$ cat src/rtl/sb_pkg.sv
package sb_pkg;
  localparam int NFU  = 3;
  localparam int FU_W = 2;

  localparam int FU_ADDER = 0;
  localparam int FU_MULT  = 1;
  localparam int FU_DIVR  = 2;

  typedef enum logic [1:0] {
    OPC_ADD = 2'd0,
    OPC_SUB = 2'd1,
    OPC_MUL = 2'd2,
    OPC_DIV = 2'd3
  } opc_e;

  typedef enum logic [1:0] {
    PH_IDLE = 2'd0,
    PH_WAIT = 2'd1,
    PH_EXEC = 2'd2,
    PH_DONE = 2'd3
  } phase_e;

  // Map an operation class onto the unit that executes it.
  function automatic logic [FU_W-1:0] unit_of(input logic [1:0] op);
    case (op)
      OPC_ADD, OPC_SUB: unit_of = FU_W'(FU_ADDER);
      OPC_MUL:          unit_of = FU_W'(FU_MULT);
      default:          unit_of = FU_W'(FU_DIVR);
    endcase
  endfunction

  // A tag is live only if no write-back of that same unit retires it now.
  function automatic logic tag_live(input logic pend, input logic [FU_W-1:0] tag,
                                    input logic wb_fire, input logic [FU_W-1:0] wb_idx);
    tag_live = pend && !(wb_fire && (tag == wb_idx));
  endfunction
endpackage

$ cat src/rtl/sb_unit_entry.sv
module sb_unit_entry import sb_pkg::*; #(
  parameter int REG_W = 3,
  parameter int CNT_W = 6,
  parameter int LAT   = 2,
  parameter int IDX   = 0
) (
  input  logic             clk,
  input  logic             rst_n,
  input  logic             alloc,
  input  logic [1:0]       alloc_op,
  input  logic [REG_W-1:0] alloc_fi,
  input  logic [REG_W-1:0] alloc_fj,
  input  logic [REG_W-1:0] alloc_fk,
  input  logic             alloc_qj_vld,
  input  logic [FU_W-1:0]  alloc_qj,
  input  logic             alloc_qk_vld,
  input  logic [FU_W-1:0]  alloc_qk,
  input  logic             wb_fire,
  input  logic [FU_W-1:0]  wb_idx,
  output logic             busy,
  output logic             rd_req,
  output logic             done,
  output logic [1:0]       op,
  output logic [REG_W-1:0] fi,
  output logic [REG_W-1:0] fj,
  output logic [REG_W-1:0] fk,
  output logic             rj,
  output logic             rk
);
  phase_e          phase;
  logic [CNT_W-1:0] cnt;
  logic            qj_vld, qk_vld;
  logic [FU_W-1:0] qj, qk;
  logic            release_me;
  logic            hit_j, hit_k;

  assign busy       = (phase != PH_IDLE);
  assign rd_req     = (phase == PH_WAIT) && rj && rk;
  assign done       = (phase == PH_DONE);
  assign release_me = wb_fire && (wb_idx == FU_W'(IDX));
  assign hit_j      = wb_fire && qj_vld && (qj == wb_idx);
  assign hit_k      = wb_fire && qk_vld && (qk == wb_idx);

  always_ff @(posedge clk) begin
    if (!rst_n) begin
      phase  <= PH_IDLE;
      cnt    <= '0;
      op     <= '0;
      fi     <= '0;
      fj     <= '0;
      fk     <= '0;
      qj     <= '0;
      qk     <= '0;
      qj_vld <= 1'b0;
      qk_vld <= 1'b0;
      rj     <= 1'b0;
      rk     <= 1'b0;
    end else if (alloc) begin
      phase  <= PH_WAIT;
      op     <= alloc_op;
      fi     <= alloc_fi;
      fj     <= alloc_fj;
      fk     <= alloc_fk;
      qj     <= alloc_qj;
      qk     <= alloc_qk;
      qj_vld <= alloc_qj_vld;
      qk_vld <= alloc_qk_vld;
      rj     <= !alloc_qj_vld;
      rk     <= !alloc_qk_vld;
    end else begin
      case (phase)
        PH_WAIT: begin
          if (rd_req) begin
            phase <= PH_EXEC;
            cnt   <= CNT_W'(LAT);
            rj    <= 1'b0;
            rk    <= 1'b0;
          end else begin
            if (hit_j) begin
              rj     <= 1'b1;
              qj_vld <= 1'b0;
            end
            if (hit_k) begin
              rk     <= 1'b1;
              qk_vld <= 1'b0;
            end
          end
        end
        PH_EXEC: begin
          if (cnt == CNT_W'(1)) phase <= PH_DONE;
          else                  cnt   <= cnt - CNT_W'(1);
        end
        PH_DONE: begin
          if (release_me) phase <= PH_IDLE;
        end
        default: ;
      endcase
    end
  end
endmodule

$ cat src/rtl/sb_result_status.sv
module sb_result_status import sb_pkg::*; #(
  parameter int REG_W = 3
) (
  input  logic             clk,
  input  logic             rst_n,
  input  logic             set_en,
  input  logic [REG_W-1:0] set_reg,
  input  logic [FU_W-1:0]  set_tag,
  input  logic             clr_en,
  input  logic [REG_W-1:0] clr_reg,
  input  logic [REG_W-1:0] look_a,
  input  logic [REG_W-1:0] look_b,
  input  logic [REG_W-1:0] look_c,
  output logic             a_pend,
  output logic [FU_W-1:0]  a_tag,
  output logic             b_pend,
  output logic [FU_W-1:0]  b_tag,
  output logic             c_pend
);
  localparam int NREG = 1 << REG_W;

  logic [NREG-1:0] pend;
  logic [FU_W-1:0] tag [NREG];

  assign a_pend = pend[look_a];
  assign a_tag  = tag[look_a];
  assign b_pend = pend[look_b];
  assign b_tag  = tag[look_b];
  assign c_pend = pend[look_c];

  always_ff @(posedge clk) begin
    if (!rst_n) begin
      pend <= '0;
      for (int r = 0; r < NREG; r++) tag[r] <= '0;
    end else begin
      for (int r = 0; r < NREG; r++) begin
        if (set_en && (set_reg == REG_W'(r))) begin
          pend[r] <= 1'b1;
          tag[r]  <= set_tag;
        end else if (clr_en && (clr_reg == REG_W'(r))) begin
          pend[r] <= 1'b0;
        end
      end
    end
  end
endmodule

$ cat src/rtl/sb_wb_arbiter.sv
module sb_wb_arbiter import sb_pkg::*; (
  input  logic [NFU-1:0]  done_vec,
  input  logic [NFU-1:0]  war_vec,
  output logic [NFU-1:0]  grant,
  output logic            fire,
  output logic [FU_W-1:0] idx
);
  // Scan from the highest index down so the lowest eligible index wins.
  always_comb begin
    grant = '0;
    fire  = 1'b0;
    idx   = '0;
    for (int i = NFU - 1; i >= 0; i--) begin
      if (done_vec[i] && !war_vec[i]) begin
        grant    = '0;
        grant[i] = 1'b1;
        fire     = 1'b1;
        idx      = FU_W'(i);
      end
    end
  end
endmodule

$ cat src/rtl/sb_scoreboard.sv
module sb_scoreboard import sb_pkg::*; #(
  parameter int REG_W   = 3,
  parameter int LAT_ADD = 2,
  parameter int LAT_MUL = 10,
  parameter int LAT_DIV = 40
) (
  input  logic             clk,
  input  logic             rst_n,
  input  logic             in_valid,
  input  logic [1:0]       in_op,
  input  logic [REG_W-1:0] in_dst,
  input  logic [REG_W-1:0] in_src1,
  input  logic [REG_W-1:0] in_src2,
  output logic             stall,
  output logic             issue_fire,
  output logic [NFU-1:0]   rd_grant,
  output logic [NFU-1:0]   wb_grant,
  output logic [REG_W-1:0] wb_reg,
  output logic [1:0]       wb_op
);
  localparam int LAT_MAX = (LAT_DIV > LAT_MUL) ?
                           ((LAT_DIV > LAT_ADD) ? LAT_DIV : LAT_ADD) :
                           ((LAT_MUL > LAT_ADD) ? LAT_MUL : LAT_ADD);
  localparam int CNT_W = $clog2(LAT_MAX + 1);

  // Named internal events, shared with the bound checker.
  logic [FU_W-1:0]  issue_unit;
  logic             dst_pend;
  logic             s1_pend, s2_pend;
  logic [FU_W-1:0]  s1_tag, s2_tag;
  logic             s1_wait, s2_wait;
  logic [NFU-1:0]   unit_busy;
  logic [NFU-1:0]   done_vec;
  logic [NFU-1:0]   war_vec;
  logic             wb_fire;
  logic [FU_W-1:0]  wb_idx;

  logic [1:0]       u_op [NFU];
  logic [REG_W-1:0] u_fi [NFU];
  logic [REG_W-1:0] u_fj [NFU];
  logic [REG_W-1:0] u_fk [NFU];
  logic             u_rj [NFU];
  logic             u_rk [NFU];

  assign issue_unit = unit_of(in_op);
  assign stall      = in_valid && (unit_busy[issue_unit] || dst_pend);
  assign issue_fire = in_valid && !stall;
  assign s1_wait    = tag_live(s1_pend, s1_tag, wb_fire, wb_idx);
  assign s2_wait    = tag_live(s2_pend, s2_tag, wb_fire, wb_idx);

  sb_result_status #(.REG_W(REG_W)) u_rstat (
    .clk     (clk),
    .rst_n   (rst_n),
    .set_en  (issue_fire),
    .set_reg (in_dst),
    .set_tag (issue_unit),
    .clr_en  (wb_fire),
    .clr_reg (wb_reg),
    .look_a  (in_src1),
    .look_b  (in_src2),
    .look_c  (in_dst),
    .a_pend  (s1_pend),
    .a_tag   (s1_tag),
    .b_pend  (s2_pend),
    .b_tag   (s2_tag),
    .c_pend  (dst_pend)
  );

  for (genvar g = 0; g < NFU; g++) begin : g_unit
    localparam int LAT_G = (g == FU_ADDER) ? LAT_ADD :
                           (g == FU_MULT)  ? LAT_MUL : LAT_DIV;
    sb_unit_entry #(
      .REG_W (REG_W),
      .CNT_W (CNT_W),
      .LAT   (LAT_G),
      .IDX   (g)
    ) u_entry (
      .clk          (clk),
      .rst_n        (rst_n),
      .alloc        (issue_fire && (issue_unit == FU_W'(g))),
      .alloc_op     (in_op),
      .alloc_fi     (in_dst),
      .alloc_fj     (in_src1),
      .alloc_fk     (in_src2),
      .alloc_qj_vld (s1_wait),
      .alloc_qj     (s1_tag),
      .alloc_qk_vld (s2_wait),
      .alloc_qk     (s2_tag),
      .wb_fire      (wb_fire),
      .wb_idx       (wb_idx),
      .busy         (unit_busy[g]),
      .rd_req       (rd_grant[g]),
      .done         (done_vec[g]),
      .op           (u_op[g]),
      .fi           (u_fi[g]),
      .fj           (u_fj[g]),
      .fk           (u_fk[g]),
      .rj           (u_rj[g]),
      .rk           (u_rk[g])
    );
  end

  // Write-after-read: another unit still has an unread operand naming our target.
  always_comb begin
    for (int f = 0; f < NFU; f++) begin
      war_vec[f] = 1'b0;
      for (int g = 0; g < NFU; g++) begin
        if ((g != f) && unit_busy[g] &&
            (((u_fj[g] == u_fi[f]) && u_rj[g]) || ((u_fk[g] == u_fi[f]) && u_rk[g])))
          war_vec[f] = 1'b1;
      end
    end
  end

  sb_wb_arbiter u_arb (
    .done_vec (done_vec),
    .war_vec  (war_vec),
    .grant    (wb_grant),
    .fire     (wb_fire),
    .idx      (wb_idx)
  );

  always_comb begin
    wb_reg = '0;
    wb_op  = '0;
    for (int f = 0; f < NFU; f++) begin
      if (wb_grant[f]) begin
        wb_reg = u_fi[f];
        wb_op  = u_op[f];
      end
    end
  end
endmodule

$ cat config.mk
export PLATFORM = sky130hd
export DESIGN_NAME = sb_scoreboard
export DESIGN_NICKNAME = d
export VERILOG_FILES = /design/src/rtl/sb_pkg.sv /design/src/rtl/sb_unit_entry.sv /design/src/rtl/sb_result_status.sv /design/src/rtl/sb_wb_arbiter.sv /design/src/rtl/sb_scoreboard.sv
export SDC_FILE = /design/constraint.sdc
export NUM_CORES = 1
export LEC_CHECK = 0
export CAP_MARGIN = 30
export CORE_MARGIN = 1
export CORE_UTILIZATION = 69
export CTS_CLUSTER_SIZE = 20
export DETAILED_ROUTE_END_ITERATION = 10
export DONT_BUFFER_PORTS = 1
export GPL_TIMING_DRIVEN = 0
export PLACE_DENSITY = 0.95
export SYNTH_ARGS = -nofsm -noshare
export SYNTH_HDL_FRONTEND = slang
export SYNTH_SLANG_ARGS = --single-unit
$ cat constraint.sdc
create_clock -name clk -period 8.2 [get_ports clk]
set_clock_uncertainty 0.2 [all_clocks]
set_input_delay 0.41 -clock clk [delete_from_list [all_inputs] [get_ports clk]]
set_output_delay 0.41 -clock clk [all_outputs]
set_load 0.05 [all_outputs]
# Word level (Yosys, flattened, before mapping)
# Memories as Yosys holds them, arrays and structs flattened.
# Cells that the tools add are included.
# word_totals
ff_bits,89
mem_bits_rw,16
input_bits,14
output_inout_bits,13
word_cells,441
mem_count,1
# classes
add_sub_neg,3
order_cmp,4
eq_ne,76
n_mux,151
bitwise_logic,12
n_reduce_logical,147
# mem_list
name,depth,word_bits,read_ports,rd_clocked_by_memory_dff,wr,line_no,source
u_rstat.tag,8,2,2,0,8,sb_result_status.sv:23,logic [FU_W-1:0] tag [NREG];
# ops
operator,count
2-to-1 mux 1 bit,105
logical AND 1 bit,67
2-to-1 mux 2 bit,23
nonzero test 2 bit,23
equality test 3 bit,12
2-to-1 mux 6 bit,6
one-hot mux 6 bit (2 select lines),3
AND reduction 4 bit,9
nonzero test 3 bit,9
equality test 3 bit (second input constant),8
equality test 2 bit (second input constant),9
equality test 6 x 1 -> 1 bit (second input constant),3
2-to-1 mux 3 bit,6
!= test 2 x 1 -> 1 bit (second input constant),9
!= test 3 x 1 -> 1 bit (second input constant),6
one-hot mux 2 bit (3 select lines),3
AND reduction 3 bit,6
subtractor 6 x 1 -> 6 bit (second input constant),3
equality test 2 bit,8
equality test 2 x 1 -> 1 bit (second input constant),6
equality test 3 x 2 -> 1 bit (second input constant),4
< comparator 3 x 4 -> 1 bit (second input constant),3
!= test 2 bit (second input constant),6
AND reduction 2 bit,6
14 further kinds,50

# Longest topological paths before layout
# depth
depth_word,18
ltp_mapped,12

# Hierarchy
# From an unflattened synthesis, not the netlist that was laid out.
# unflattened
hier_cells,658
hier_area_um2,6282.3
# modules_own_cells
module,instances,cells_each,area_each_um2,seq_area_each_um2
sb_result_status,1,106,1391.3,640.6
sb_unit_entry (g_unit[0].u_entry),1,145,1383.8,540.5
sb_unit_entry (g_unit[2].u_entry),1,154,1370.1,540.5
sb_unit_entry (g_unit[1].u_entry),1,141,1352.5,540.5
sb_scoreboard,1,104,724.4,0.0
sb_wb_arbiter,1,8,60.1,0.0

# Worst setup path before layout
# Ideal clock, no wire load.
# synth_path
path_kind,register to register
start,reg g_unit[0].u_entry.phase[0]
end,reg u_rstat.pend[0]
setup_time_ns,0.091
arrival_time_ns,2.994
slack_ns,4.915
stages_incl_launch_ff,10
path_buffers,0
period_less_slack_ns,3.285
path_cell_list,dfxtp_1 > inv_1 > ha_1 > nand2b_1 > o41ai_1 > or2_2 > o2111ai_1 > a31oi_1 > a21oi_1 > a311oi_1
# synth_via
elab_chain_len,14
elab_cells_between_ends,33
# synth_lines
element,line_no,source
"start, declared",sb_unit_entry.sv:30,phase_e phase;
"start signal, assigned",sb_unit_entry.sv:46,phase <= PH_IDLE;
"start signal, assigned",sb_unit_entry.sv:59,phase <= PH_WAIT;
"start signal, assigned",sb_unit_entry.sv:74,phase <= PH_EXEC;
nonzero test 2 bit,sb_unit_entry.sv:37,assign busy = (phase != PH_IDLE);
logical AND 1 bit,sb_scoreboard.sv:108,if ((g != f) && unit_busy[g] &&
2-to-1 mux 1 bit (2 in series),sb_scoreboard.sv:108,
logical NOT 1 bit,sb_wb_arbiter.sv:14,if (done_vec[i] && !war_vec[i]) begin
logical AND 1 bit,sb_wb_arbiter.sv:14,
2-to-1 mux 3 bit,sb_wb_arbiter.sv:14,
2-to-1 mux 3 bit (*),sb_wb_arbiter.sv:14,
2-to-1 mux 3 bit (2 in series),sb_scoreboard.sv:127,if (wb_grant[f]) begin
2-to-1 mux 3 bit (*),sb_scoreboard.sv:127,
via wb_reg[1],sb_scoreboard.sv:18,"output logic [REG_W-1:0] wb_reg,"
logical NOT 3 bit (*),sb_result_status.sv:40,end else if (clr_en && (clr_reg == REG_W'(r))) begin
logical AND 1 bit (*),sb_result_status.sv:40,
nonzero test 2 bit (no source line) (*),n/a,
"end signal, assigned",sb_result_status.sv:33,pend <= '0;
"end signal, assigned by index",sb_result_status.sv:38,pend[r] <= 1'b1;
"end signal, assigned by index",sb_result_status.sv:41,pend[r] <= 1'b0;
"end, declared",sb_result_status.sv:22,logic [NREG-1:0] pend;
# Mark *: on every way through the listed nets, which the timed path passes. The rest lies on a longest branch. The select of a mux whose other input is x is not followed.
# A chain may end at the register's enable or synchronous reset.

# Worst setup path in the final report
# layout_path
start,reg g_unit[0].u_entry.phase[0]
end,out wb_reg[0]
# layout_via
elab_chain_len,11
elab_cells_between_ends,19
# layout_lines
element,line_no
nonzero test 2 bit,sb_unit_entry.sv:37
logical AND 1 bit,sb_scoreboard.sv:108
2-to-1 mux 1 bit (2 in series),sb_scoreboard.sv:108
logical NOT 1 bit,sb_wb_arbiter.sv:14
logical AND 1 bit,sb_wb_arbiter.sv:14
2-to-1 mux 3 bit,sb_wb_arbiter.sv:14
2-to-1 mux 3 bit (*),sb_wb_arbiter.sv:14
2-to-1 mux 3 bit (2 in series),sb_scoreboard.sv:127
2-to-1 mux 3 bit (*),sb_scoreboard.sv:127
"end, declared",sb_scoreboard.sv:18
# Every way passes the cells marked *; elsewhere a longest branch is shown, timed or not.

==> results.json <==
{
  "synth_area_mm2": 0.00611,
  "slew_headroom_pct": 29.4,
  "ctsHoldBuffers": 1,
  "crit_cells": 8,
  "die_y_um": 96.1,
  "drive_above_1_share_pct": 10.7,
  "worstPathRequired_ps": 7590,
  "rsz0062_at_grt": "false",
  "cp_num_buf_inv": 2,
  "vias": 5748,
  "cts-resized-gates": 0,
  "dp_slack_ps": 4520,
  "ys_types": 69,
  "synth-seq-cells": 105,
  "synth_edf_count": 16,
  "critical_path.cell_chain": "inv_1 > ha_1 > nand2b_1 > o41ai_1 > nor2_1 > and3_1 > o31ai_1 > inv_1",
  "cp_data_arrival_time_ps": 3650,
  "cts_root_buffer": "clkbuf_8",
  "fin_nets": 741,
  "clock-sinks": 105,
  "ys_seq_area_share_pct": 37.0,
  "cts_tree": "yes",
  "placement.io_buffers": 0,
  "grt_max_degree": 20,
  "yosysWarnings": 0,
  "met3_length_mm": 2.16,
  "gp_congestion": 1.02,
  "firstDrtPassIters": 5,
  "final_util_pct": 77.7,
  "cts_made_buffers": 9,
  "cp-start-kind": "register",
  "drc": 0,
  "synth_area_leaders": "dfxtp_1 (29%), edfxtp_1 (7.9%), nand2_1 (5.2%)",
  "netlist.area_leader.share_pct": 29.2,
  "syn_avg_cell_area_um2": 8.87,
  "leakage_nw": 2.39,
  "async_reset_ff_share_pct": 0,
  "hold_path.class": "in -> reg",
  "top_layer": "met4",
  "grt_pass1_vias": 5673,
  "n_antenna_cell": 0,
  "finalHoldViolCount": 0,
  "dieArea_mm2": 0.00924,
  "fin_crit_sh_pct": 52.0,
  "r2r-start": "g_unit[0].u_entry.phase[0]",
  "viasPerCell": 7.07,
  "fin_cells": 813,
  "cpPeakStageDelay_ps": 840,
  "grt.overflow.total": 0,
  "clk_latency_ps": 400,
  "r2r_end": "u_rstat.pend[1]",
  "htreeDepth": 3,
  "dp_hpwl_mm": 12.6,
  "drtIter0Drc": 676,
  "max_freq_ghz": 0.234,
  "synth_top_flop_cell": "dfxtp_1",
  "report.final.setup_viol": 0,
  "route.met2.wl_mm": 8.31,
  "crit_path_end_kind": "primary output",
  "startpoint": "g_unit[0].u_entry.phase[0]",
  "grt.total_usage_pct": 41.0,
  "area_delta_synth_final_pct": 6.63,
  "dp_cells": 796,
  "antenna_left": 0,
  "post_cts.repair.setup_buffers": 0,
  "drv_cap": 0,
  "worst-path-max-fanout": 6,
  "fp.dieW_um": 96.1,
  "grt_pass1_wl_mm": 27.8,
  "yosysTopAreaCell": "dfxtp_1",
  "clkTransAtPathRegs_ps": 120,
  "syn-num-nets": 727,
  "start_util_pct": 72.9,
  "reg2reg_slack_ps": 4700,
  "num_rows": 33,
  "wl_per_cell_um": 21.9,
  "m1WireLength_mm": 6.31,
  "peakVddDrop_uv": 128,
  "hold_slack_ps": 86.4,
  "crit_path_end": "wb_reg[0]",
  "worst_path_most_repeated_cell": "inv_1",
  "totalWireLength_mm": 17.8,
  "worst_slew_pin_slew_ps": 1050,
  "core_mm2": 0.00838,
  "io-pin-count": 27,
  "slowest_stage": "o31ai_1",
  "reg2regPathDepth": 9,
  "power.density_mw_per_mm2": 241,
  "fin_setup_tns_ps": 0,
  "crit_type": "reg -> out",
  "antenna_found_initial": 0,
  "syn_inst": 689,
  "path_delay_family": "compound AO/OA/AOI/OAI gates",
  "finalCriticalPeriod_ps": 4260,
  "cts_max_path_buffers": 2,
  "outcome": "finished, final reports clean",
  "drv_slew": 0,
  "setup_ws_ps": 3940
}
==> power breakdown <==
part	internal, W	switching, W
logic	0.000199	0.000334
registers	0.000591	0.0000660
clock network	0.000180	0.000202
==> metrics by stage <==
step           area [um^2]  power (W)
5_1_grt               6520    0.00163
2_1_floorplan         6110    0.00104
4_1_cts               6520    0.00155
3_3_place_gp          6240    0.00113
3_5_place_dp          6270    0.00117
6_report              6520    0.00157
==> flip-flops by register name, summed over array words and instances (netlist names) <==
| name | count |
|---|---|
| g_unit.u_entry.fk | 9 |
| g_unit.u_entry.rk | 3 |
| g_unit.u_entry.qj_vld | 3 |
| g_unit.u_entry.phase | 6 |
| u_rstat.pend | 8 |
| g_unit.u_entry.fj | 9 |
| g_unit.u_entry.rj | 3 |
| g_unit.u_entry.qk | 6 |
| u_rstat.tag | 16 |
| g_unit.u_entry.op | 6 |
| g_unit.u_entry.fi | 9 |
| g_unit.u_entry.qk_vld | 3 |
| g_unit.u_entry.qj | 6 |
| g_unit.u_entry.cnt | 18 |
==> cells in the mapped netlist, types with 3 or more instances <==
master / n
nor4_1: 5
nand4_1: 9
nand3b_1: 3
a31oi_1: 5
a211oi_1: 17
nand3_1: 19
o32ai_1: 4
nand2_1: 85
nor2b_1: 6
a21oi_1: 47
or2_2: 8
and3_1: 7
a221o_1: 3
nor3_1: 10
mux4_2: 14
o21ai_0: 13
a41oi_1: 3
nand2b_1: 14
edfxtp_1: 16
xnor2_1: 33
buf_6: 5
ha_1: 24
nor4b_1: 7
inv_1: 32
a21boi_0: 3
and2_1: 5
or3_1: 4
mux2i_1: 11
a2bb2oi_1: 3
o21a_1: 5
buf_2: 14
xor2_1: 12
o31ai_1: 3
dfxtp_1: 89
a311oi_1: 7
buf_4: 3
or4_1: 5
clkbuf_1: 28
a21o_1: 6
nor3b_1: 3
nor2_1: 58
==> routing by layer <==
layer | global-route usage (%) | vias up
li1 | - | 2489
met1 | 46.2 | 2685
met2 | 65.4 | 455
met3 | 14.3 | 119
met4 | 27.0 | 0
met5 | 0 | -
==> placed cells by master, fill, tap and decap left out, drive strengths merged, types with 4 or more instances in the layout <==
cell type and instances:
o32ai 6, a21o 6, xor2 12, buf 25, a21oi 49, a31oi 5, o21ai 13, mux4 14
nor2 58, dfxtp 89, nand2b 14, nor4 5, xnor2 33, nand3 19, o21a 5, nand4 9
and3 7, a211oi 17, inv 36, or4 5, ha 24, clkbuf 37, edfxtp 16, a311oi 7
nor2b 6, mux2i 11, or3 4, nor4b 7, or2 8, nor3 10, and2 5, nand2 85
==> worst register-to-register path: cells and delay by family, from the launching register on <==
kind / cells / cell delay [ps]
adders and majority gates: 1 / 300
DFF: 1 / 430
AOI/OAI and AO/OA: 3 / 1550
buffers and inverters: 1 / 110
and+or+nand+nor: 4 / 830
==> layout make-up <==
class	instances	area, um^2
multi-input combinational	500	3480
timing repair buffer	3	26.3
tap	105	131
fill	530	1870
sequential	105	2260
inverter	33	124
clock buffer	9	124
buffer	51	258
clock inverter	7	111
==> how the worst min path moves through the flow <==
stage	start	to	slack [ps]	depth (start not counted)
after floorplan	g_unit[1].u_entry.op[0]	g_unit[1].u_entry.op[0]	220	2
after global placement	g_unit[1].u_entry.op[0]	g_unit[1].u_entry.op[0]	230	2
after detailed placement	g_unit[1].u_entry.op[0]	g_unit[1].u_entry.op[0]	230	2
after CTS	in_dst[0]	u_rstat.pend[6]	90	3
after global routing	in_dst[0]	u_rstat.pend[6]	100	3
final	in_dst[0]	u_rstat.pend[6]	90	3
==> kinds of logic after synthesis <==
logic type / Yosys count / share of synthesized area [%]
AO/OA/AOI/OAI: 151 / 17.8
flip-flops: 105 / 37.0
AND/OR/NAND/NOR: 254 / 20.4
buffers and inverters: 84 / 6.24
multiplexers: 26 / 7.15
XOR/XNOR: 45 / 6.45
adder cells (fa/ha/maj): 24 / 4.91
No activity file was read; power rests on OpenSTA's default activity.
